File: src/rtl/nand_ecc_pkg.sv
package nand_ecc_pkg;

  typedef enum logic [1:0] {
    ST_CLEAN     = 2'd0,
    ST_FIXED     = 2'd1,
    ST_CODE_ONLY = 2'd2,
    ST_UNCORR    = 2'd3
  } ecc_status_e;

endpackage

File: src/rtl/nand_ecc_fold.sv
// Running parity: each set bit folds its address into the high half and the
// complement of its address into the low half.
module nand_ecc_fold #(
  parameter int HALF_W = 12,
  localparam int BYTE_W = HALF_W - 3
) (
  input  logic              clk,
  input  logic              rst,
  input  logic              start,
  input  logic              in_valid,
  input  logic [7:0]        in_data,
  input  logic              snap,
  output logic [HALF_W-1:0] next_hi,
  output logic [HALF_W-1:0] next_lo
);

  logic [HALF_W-1:0] acc_hi, acc_lo;
  logic [BYTE_W-1:0] byte_cnt;
  logic [BYTE_W-1:0] idx;
  logic [2:0]        bit_xor;
  logic              odd;
  logic [HALF_W-1:0] part_hi, part_lo;

  assign idx = start ? '0 : byte_cnt;
  assign odd = ^in_data;

  always_comb begin
    bit_xor = '0;
    for (int k = 0; k < 8; k++) begin
      if (in_data[k]) bit_xor = bit_xor ^ 3'(k);
    end
  end

  // Odd bit count: the byte index survives the fold and the complement flips.
  assign part_hi = {(odd ? idx : '0), bit_xor};
  assign part_lo = part_hi ^ {HALF_W{odd}};

  always_comb begin
    next_hi = start ? '0 : acc_hi;
    next_lo = start ? '0 : acc_lo;
    if (in_valid) begin
      next_hi = next_hi ^ part_hi;
      next_lo = next_lo ^ part_lo;
    end
  end

  always_ff @(posedge clk) begin
    if (rst || snap) begin
      acc_hi   <= '0;
      acc_lo   <= '0;
      byte_cnt <= '0;
    end else begin
      acc_hi   <= next_hi;
      acc_lo   <= next_lo;
      byte_cnt <= in_valid ? idx + 1'b1 : idx;
    end
  end

endmodule

File: src/rtl/nand_ecc_pack.sv
// Joins the halves (low half in the low bits) and inverts the result.
module nand_ecc_pack #(
  parameter int HALF_W = 12,
  localparam int CODE_W = 2 * HALF_W
) (
  input  logic [HALF_W-1:0] hi,
  input  logic [HALF_W-1:0] lo,
  output logic [CODE_W-1:0] code
);

  assign code = ~{hi, lo};

endmodule

File: src/rtl/nand_ecc_classify.sv
module nand_ecc_classify
  import nand_ecc_pkg::*;
#(
  parameter int HALF_W       = 12,
  parameter int SECTOR_BYTES = 512,
  localparam int CODE_W = 2 * HALF_W,
  localparam int BYTE_W = HALF_W - 3
) (
  input  logic [CODE_W-1:0] synd,
  output ecc_status_e       status,
  output logic [BYTE_W-1:0] loc_byte,
  output logic [2:0]        loc_bit
);

  localparam logic [BYTE_W:0] LIMIT = SECTOR_BYTES[BYTE_W:0];

  logic [HALF_W-1:0] half_mix;
  logic [BYTE_W-1:0] cand_byte;
  logic              single;

  assign half_mix  = synd[CODE_W-1:HALF_W] ^ synd[HALF_W-1:0];
  assign cand_byte = synd[CODE_W-1:HALF_W+3];
  assign single    = ((synd & (synd - 1'b1)) == '0);

  always_comb begin
    status   = ST_UNCORR;
    loc_byte = '0;
    loc_bit  = '0;
    if (synd == '0) begin
      status = ST_CLEAN;
    end else if (&half_mix) begin
      if ({1'b0, cand_byte} < LIMIT) begin
        status   = ST_FIXED;
        loc_byte = cand_byte;
        loc_bit  = synd[HALF_W+2:HALF_W];
      end
    end else if (single) begin
      status = ST_CODE_ONLY;
    end
  end

endmodule

File: src/rtl/nand_ecc_corrector.sv
module nand_ecc_corrector
  import nand_ecc_pkg::*;
#(
  parameter int HALF_W       = 12,
  parameter int SECTOR_BYTES = 512,
  localparam int CODE_W = 2 * HALF_W,
  localparam int BYTE_W = HALF_W - 3
) (
  input  logic              clk,
  input  logic              rst,
  input  logic              start,
  input  logic              in_valid,
  input  logic [7:0]        in_data,
  input  logic              cmp_strobe,
  input  logic [CODE_W-1:0] stored_code,
  output logic              res_valid,
  output logic [CODE_W-1:0] res_code,
  output logic [1:0]        res_status,
  output logic [BYTE_W-1:0] err_byte,
  output logic [2:0]        err_bit
);

  logic [HALF_W-1:0] fold_hi, fold_lo;
  logic [CODE_W-1:0] code_now;
  ecc_status_e       verdict;
  logic [BYTE_W-1:0] fix_byte;
  logic [2:0]        fix_bit;

  nand_ecc_fold #(.HALF_W(HALF_W)) u_fold (
    .clk      (clk),
    .rst      (rst),
    .start    (start),
    .in_valid (in_valid),
    .in_data  (in_data),
    .snap     (cmp_strobe),
    .next_hi  (fold_hi),
    .next_lo  (fold_lo)
  );

  nand_ecc_pack #(.HALF_W(HALF_W)) u_pack (
    .hi   (fold_hi),
    .lo   (fold_lo),
    .code (code_now)
  );

  nand_ecc_classify #(.HALF_W(HALF_W), .SECTOR_BYTES(SECTOR_BYTES)) u_classify (
    .synd     (code_now ^ stored_code),
    .status   (verdict),
    .loc_byte (fix_byte),
    .loc_bit  (fix_bit)
  );

  always_ff @(posedge clk) begin
    if (rst) begin
      res_valid  <= 1'b0;
      res_code   <= '0;
      res_status <= '0;
      err_byte   <= '0;
      err_bit    <= '0;
    end else begin
      res_valid <= cmp_strobe;
      if (cmp_strobe) begin
        res_code   <= code_now;
        res_status <= verdict;
        err_byte   <= fix_byte;
        err_bit    <= fix_bit;
      end
    end
  end

endmodule

File: config.mk
export PLATFORM = sky130hd
export DESIGN_NAME = nand_ecc_corrector
export DESIGN_NICKNAME = d
export VERILOG_FILES = /design/src/rtl/nand_ecc_pkg.sv /design/src/rtl/nand_ecc_fold.sv /design/src/rtl/nand_ecc_pack.sv /design/src/rtl/nand_ecc_classify.sv /design/src/rtl/nand_ecc_corrector.sv
export SDC_FILE = /design/constraint.sdc
export NUM_CORES = 1
export LEC_CHECK = 0
export BUFFER_PORTS_ARGS = -buffer_cell sky130_fd_sc_hd__buf_2
export CAP_MARGIN = 20
export CORE_UTILIZATION = 61
export CTS_CLUSTER_DIAMETER = 80
export DETAILED_ROUTE_END_ITERATION = 6
export PLACE_DENSITY = 0.86
export SYNTH_ARGS = -nofsm -noshare
export SYNTH_HDL_FRONTEND = slang
export SYNTH_HIERARCHICAL = 1
export SYNTH_SLANG_ARGS = --single-unit
File: constraint.sdc
create_clock -name clk -period 6.2 [get_ports clk]
set_input_delay 1.55 -clock clk [delete_from_list [all_inputs] [get_ports clk]]
set_output_delay 1.55 -clock clk [all_outputs]
set_load 0.02 [all_outputs]
==> out/metrics.yaml, run 1 <==
drc: 0
cts_hold_buf: 0
grt_pass1_wl_um: 16400
synth_cell_types: 52
switching_share_pct: 34.1
dr.first_iter.drc_count: 226
hold_violations: 0
h-tree-depth: 3
place_area_mm2: 0.00469
max_slew.worst_pin.slew_ns: 0.772
vias: 3776
cp.required_ns: 6.42
end_kind: "flop"
path_clk_slew_ns: 0.09
port_buffers: 75
drt.antenna.violating_nets: 0
dp_cells: 672
post_cts_resized: 0
syn_to_final_growth_pct: 13.7
maxCapViolCount: 0
ys_async_sr_fraction_pct: 0
finalPower_w: 0.00130
cts_tree: "yes"
rows: 30
layout-drive-gt1-share_pct: 18.6
dr.pass1.iters: 4
cts_sinks: 72
gp_congestion: 0.925
insertion_delay_ns: 0.35
grt_max_degree: 50
power_density_mw_per_mm2: 265
met3_length_um: 689
tns_ns: 0
drt-met1-wl_um: 4570
crit_type: "in -> reg"
crit_path_max_fanout: 8
syn_nets: 560
ir_drop_mv: 0.153
p_leak_nw: 2.17
synth_top_area_share_pct: 33.3
synth.largest_area_cell: "dfxtp_1"
hold_ws_ns: 0.492
fmax_mhz: 197
comb_power_share_pct: 28.8
synth_cells: 522
fp.coreArea_mm2: 0.00683
slowest_stage: "or3_1"
period_minus_slack_ns: 5.07
clock_path_buffers: 2
internal_power_w: 0.000859
fin_skew_ns: 0.0130
io_pins: 76
min_period_over_period_pct: 81.7
clockPowerShare_pct: 32.7
synth_area_leaders: "dfxtp_1 33%, nor2_1 9.4%, mux2i_1 9.0%"
path_cells: "buf_2, xnor2_1, xnor2_2, xor2_1, or3_1, xnor2_1, inv_1, xor2_1, nor4_4, nand2b_2, a2111oi_0, o21ai_0, a222oi_1, o2111ai_1, mux2i_1, nor2_1"
ys.warnings.count: 6
die_width_um: 86.2
crit_path_start_kind: "input port"
maxSlewHeadroom_pct: 48.5
ys_seq_area_share_pct: 33.3
grt_pass1_vias: 3444
maxUsedRoutingLayer: "met4"
synth_common_cells: "108 x nor2_1, 72 x dfxtp_1, 43 x xor2_1"
die_height_um: 86.2
antenna_found_initial: 0
synth_edf_count: 0
slew_violations: 0
avgSynthCellArea_um2: 8.29
hpwl_um: 7310
wl_per_cell_um: 14.8
slowest_delay_ns: 0.46
routed-wl-met2_um: 4790
hp-class: "reg -> reg"
wirelength_um: 10200
synth_seq_cells: 72
critPathTopFamily: "XOR/XNOR gates"
critPathArrivalTime_ns: 5.28
stdcell_count: 688
overflow: 0
drt-vias-per-instance: 5.49
grt_usage_pct: 28.2
synth_ff_type: "dfxtp_1"
design_area_mm2: 0.00492
synth_area_mm2: 0.00433
status: "completed"
numCtsBuffers: 9
setup_viol: 0
synth.most_common_cell: "nor2_1"
p_sw_w: 0.000444
rsz0062_at_grt: "false"
cts_setup_buffers: 0
dieArea_mm2: 0.00743
initial_core_util_pct: 63.3
cts-root-buf: "clkbuf_8"
pwr-share-seq_pct: 38.5
antenna_cells: 0
nNetsFinal: 625
critPathBufInv: 2
[per-stage QoR]
step	util (%)	setup WS, ns
2_1_floorplan	-	1.44
3_3_place_gp	68.7	0.946
3_5_place_dp	68.7	0.810
4_1_cts	72.0	1.17
5_1_grt	72.0	0.688
6_report	72.0	1.13
[registers in the layout, indices dropped and copies added, names as in the netlist]
register and flops:
u_fold/byte_cnt 9, u_fold/acc_hi 12, res_code 24, res_valid 1
err_bit 3, res_status 2, err_byte 9, u_fold/acc_lo 12
[cell type report]
type	count	area, um^2
clock buffers	9	124
multi-input cells	399	2630
fillers	544	1910
well taps	96	120
clock inverters	7	101
inverters	26	97.6
repair buffers	79	405
flip-flops and latches	72	1440
[power groups by stage]
stage | sequential, W | clock [W] | combinational [W]
final | 0.000502 | 0.000426 | 0.000375
after detailed placement | 0.000512 | 0 | 0.000370
after CTS | 0.000502 | 0.000430 | 0.000373
after floorplan | 0.000534 | 0 | 0.000264
after global placement | 0.000511 | 0 | 0.000363
after global routing | 0.000505 | 0.000449 | 0.000412
[worst paths after layout]
check	start	to	slack [ns]	cells past startpoint
setup / recovery	in_data[3]	res_status[0]	1.13	16
hold / removal	res_code[0]	res_code[0]	0.49	2
setup reg to reg	u_fold/byte_cnt[0]	res_status[0]	2.73	13
hold reg to reg	res_code[0]	res_code[0]	0.49	2
[routing by layer]
layer / vias to the layer above / global-route usage (%)
met5: - / 0
met4: 0 / 8.03
met3: 13 / 5.71
met2: 146 / 46.4
met1: 1755 / 37.5
li1: 1862 / -
[tightest hold or removal path, delay by kind of cell, from the launching register on]
kind          cells  cell delay (ns)
simple gates      1             0.07
flops             1             0.33
mux               1             0.06
[cell families after synthesis]
kind of cell,after synthesis,synth area share [%]
adder cells (fa/ha/maj),4,1.04
buffers and inverters,51,5.90
AND/OR/NAND/NOR,236,27.7
flip-flops,72,33.3
XOR/XNOR,65,14.0
multiplexers,48,11.4
AO/OA/AOI/OAI,46,6.62
[cell usage in the layout, fill, tap and decap left out, types with 4 or more instances in the layout]
| master | n |
|---|---|
| nor2_1 | 108 |
| buf_2 | 75 |
| dfxtp_1 | 72 |
| xor2_1 | 43 |
| mux2i_1 | 39 |
| inv_1 | 26 |
| o21ai_0 | 22 |
| nand2b_1 | 21 |
| nand2_1 | 19 |
| xnor2_1 | 18 |
| nor2b_1 | 17 |
| and2_1 | 17 |
| nand4_1 | 15 |
| clkbuf_8 | 9 |
| and3_1 | 9 |
| mux2_1 | 8 |
| nor3_1 | 7 |
| o22ai_1 | 7 |
| o31ai_1 | 6 |
| or3_1 | 5 |
| buf_4 | 4 |
| nand3_1 | 4 |
Note: power is estimated with default switching activity, not from simulation.
==> inputs of run 2 (changes only) <==
- ABC_AREA: unset -> 1
- CORE_UTILIZATION: 61 -> 57
- PLACE_DENSITY: 0.86 -> 0.8
- clock period: 6.2 -> 4.9 ns (I/O delays scaled with it)
==> run 2 against run 1 <==
  * First-iteration DRC count rose by 31%
  * Via count rose by 31%
  * Die area rose by 17%
  * Critical path depth rose by 8
  * Critical endpoint is now res_status[1]
  * Largest cell class unchanged
==> out/metrics.yaml, run 2 <==
status: "completed"  # unchanged
max_slew.worst_pin.slew_ns: 0.811  # was 0.772 ns
synth_cells: 807  # was 522
dp_cells: 966  # was 672
reg2reg_from: "u_fold/byte_cnt[1]"  # was u_fold/byte_cnt[0]
rsz0062_at_grt: "false"  # unchanged
startpoint: "in_data[3]"  # unchanged
synth_common_cells: "252 x nand2_1, 146 x nor2_1, 143 x inv_1"  # was 108 x nor2_1, 72 x dfxtp_1, 43 x xor2_1
syn_nets: 845  # was 560
crit_type: "in -> reg"  # unchanged
ys_seq_area_share_pct: 30.4  # was 33.3%
final_cell_mix: "252 x nand2_1, 146 x nor2_1, 143 x inv_1"  # was 108 x nor2_1, 75 x buf_2, 72 x dfxtp_1
min_period_over_period_pct: 84.5
maxSlewHeadroom_pct: 45.6  # was 48.5%
critPathArrivalTime_ns: 4.40  # was 5.28 ns
fp.coreArea_mm2: 0.00789  # was 0.00683 mm^2
path_clk_slew_ns: 0.10  # was 0.09 ns
drt.antenna.violating_nets: 0  # unchanged
drt-vias-per-instance: 5.02  # was 5.49
insertion_delay_ns: 0.36  # was 0.35 ns
initial_core_util_pct: 60.1  # was 63.3%
dr.pass1.iters: 5  # was 4
antenna_found_initial: 0  # unchanged
tns_ns: 0  # unchanged
cts_setup_buffers: 0  # unchanged
port_buffers: 75  # unchanged
grt_max_degree: 78  # was 50
grt_pass1_wl_um: 20900  # was 16400 um
h-tree-depth: 3  # unchanged
layout_commonest_cell: "nand2_1"  # was nor2_1
synth_edf_count: 0  # unchanged
crit_path_max_fanout: 36  # was 8
fin_skew_ns: 0.0153  # was 0.0130 ns
drc: 0  # unchanged
synth.largest_area_cell: "dfxtp_1"  # unchanged
rows: 32  # was 30
synth_cell_types: 28  # was 52
avgSynthCellArea_um2: 5.87  # was 8.29 um^2
hpwl_um: 9760  # was 7310 um
slew_violations: 0  # unchanged
regMostFlops: "res_code"  # unchanged
dr.first_iter.drc_count: 297  # was 226
grt_usage_pct: 31.0  # was 28.2%
synth_top_area_share_pct: 30.4  # was 33.3%
synth.most_common_cell: "nand2_1"  # was nor2_1
largestRegisters: "res_code: 24 flops, u_fold/acc_hi: 12 flops, u_fold/acc_lo: 12 flops"  # unchanged
ir_drop_mv: 0.160  # was 0.153 mV
cts-root-buf: "clkbuf_8"  # unchanged
post_cts_resized: 0  # unchanged
stdcell_count: 983  # was 688
nNetsFinal: 914  # was 625
timing.rr.end: "res_status[1]"  # was res_status[0]
gp_congestion: 1.03  # was 0.925
setup_viol: 0  # unchanged
largest_reg_flops: 24  # unchanged
fin_ws_ns: 0.757  # was 1.13 ns
ys.warnings.count: 6  # unchanged
end_kind: "flop"  # unchanged
wirelength_um: 12700  # was 10200 um
synth_ff_type: "dfxtp_1"  # unchanged
crit_path_start_kind: "input port"  # unchanged
cts_hold_buf: 0  # unchanged
numCtsBuffers: 9  # unchanged
place_ws_ns: 0.432  # was 0.810 ns
synth_area_mm2: 0.00474  # was 0.00433 mm^2
reg2reg_depth: 19  # was 13
die_width_um: 93.2  # was 86.2 um
io_pins: 76  # unchanged
critPathCapture: "res_status[1]"  # was res_status[0]
dieArea_mm2: 0.00868  # was 0.00743 mm^2
vias: 4935  # was 3776
synth_seq_cells: 72  # unchanged
reg2reg_setup_slack_ns: 1.95  # was 2.73 ns
hp-class: "reg -> reg"  # unchanged
antenna_cells: 0  # unchanged
n_fill_cell: 747  # was 544
place_area_mm2: 0.00511  # was 0.00469 mm^2
fmax_mhz: 241
p_leak_nw: 2.88  # was 2.17 nW
wl_per_cell_um: 12.9  # was 14.8 um
maxCapViolCount: 0  # unchanged
syn_to_final_growth_pct: 12.2  # was 13.7%
cts_sinks: 72  # unchanged
clock_path_buffers: 2  # unchanged
synth_area_leaders: "dfxtp_1 30%, nand2_1 20%, nor2_1 12%"  # was dfxtp_1 33%, nor2_1 9.4%, mux2i_1 9.0%
grt_pass1_vias: 4544  # was 3444
power_density_mw_per_mm2: 273  # was 265 mW/mm^2
die_height_um: 93.2  # was 86.2 um
layout-drive-gt1-share_pct: 14.8  # was 18.6%
period_minus_slack_ns: 4.14
hold_violations: 0  # unchanged
design_area_mm2: 0.00532  # was 0.00492 mm^2
overflow: 0  # unchanged
ys_async_sr_fraction_pct: 0  # unchanged
cp.required_ns: 5.15  # was 6.42 ns
cts_tree: "yes"  # unchanged
==> run 2: cell count changes after synthesis, moves of 25 or more <==
cell and change:
a21oi_1 +25, inv_1 +117, mux2i_1 -39, nand2_1 +233, nand3_1 +29, nor2_1 +38
==> run 2: report_power, final <==
part / internal [W] / switching, W / total, W
combinational: 0.000118 / 0.000254 / 0.000373
sequential: 0.000612 / 0.0000124 / 0.000625
clock: 0.000193 / 0.000263 / 0.000456
total: 0.000923 / 0.000530 / 0.00145
==> run 2: critical path, cell delays in order <==
cell	delay (ns)
buf_2	0.13
inv_1	0.09
nand2_1	0.06
nand2_1	0.11
nand2_1	0.07
nand2_1	0.12
nand2_2	0.09
nand2_4	0.29
nand3_1	0.11
nand2_1	0.09
nand2_1	0.06
inv_1	0.10
xor2_1	0.46
inv_1	0.18
nand2_1	0.11
nand4_1	0.09
nor3_1	0.22
nand3_2	0.35
o21ai_0	0.18
inv_1	0.05
inv_1	0.05
nand2_1	0.04
nand2_1	0.08
nor2_1	0.04
==> run 2: metrics by stage <==
step                total power [W]  hold slack, ns  utilization [%]
floorplan                  0.000903           0.458                -
global placement            0.00100           0.453             64.8
detailed placement          0.00100           0.460             64.8
CTS                         0.00145           0.474             67.1
global route                0.00153           0.494             67.4
finish                      0.00145           0.472             67.4
==> run 2: worst min path at each step <==
stage,endpoint,from,cells after the start
finish,res_code[12],res_code[12],2
global route,res_code[1],res_code[1],2
CTS,res_code[12],res_code[12],2
detailed placement,res_code[12],res_code[12],2
global placement,res_status[0],res_status[0],2
floorplan,u_fold/byte_cnt[7],u_fold/byte_cnt[6],2
==> run 2: cells by family (layout without fill, tap and decap cells) <==
logic type | after synthesis | in the layout | synth area share [%]
and+or+nand+nor | 482 | 482 | 42.4
buffers and inverters | 174 | 248 | 15.8
DFF | 72 | 72 | 30.4
AOI/OAI and AO/OA | 42 | 42 | 4.46
xor gates and xnor gates | 36 | 36 | 6.65
adders and majority gates | 1 | 1 | 0.264
==> run 2: layout make-up <==
cell class	instances	area, um^2	area share [%]
inverter	148	556	10.4
timing repair buffer	84	463	8.70
sequential	72	1440	27.1
clock inverter	7	58.8	1.11
tap	102	128	2.40
multi-input combinational	561	2550	47.9
clock buffer	9	124	2.33
==> run 2: per-layer routing <==
layer | track usage, % | up-vias | share of wire, %
met2 | 50.9 | 171 | 46
met5 | 0 | - | 0
li1 | - | 2530 | -
met3 | 5.37 | 37 | 6.0
met4 | 15.3 | 0 | 4.2
met1 | 39.2 | 2197 | 44
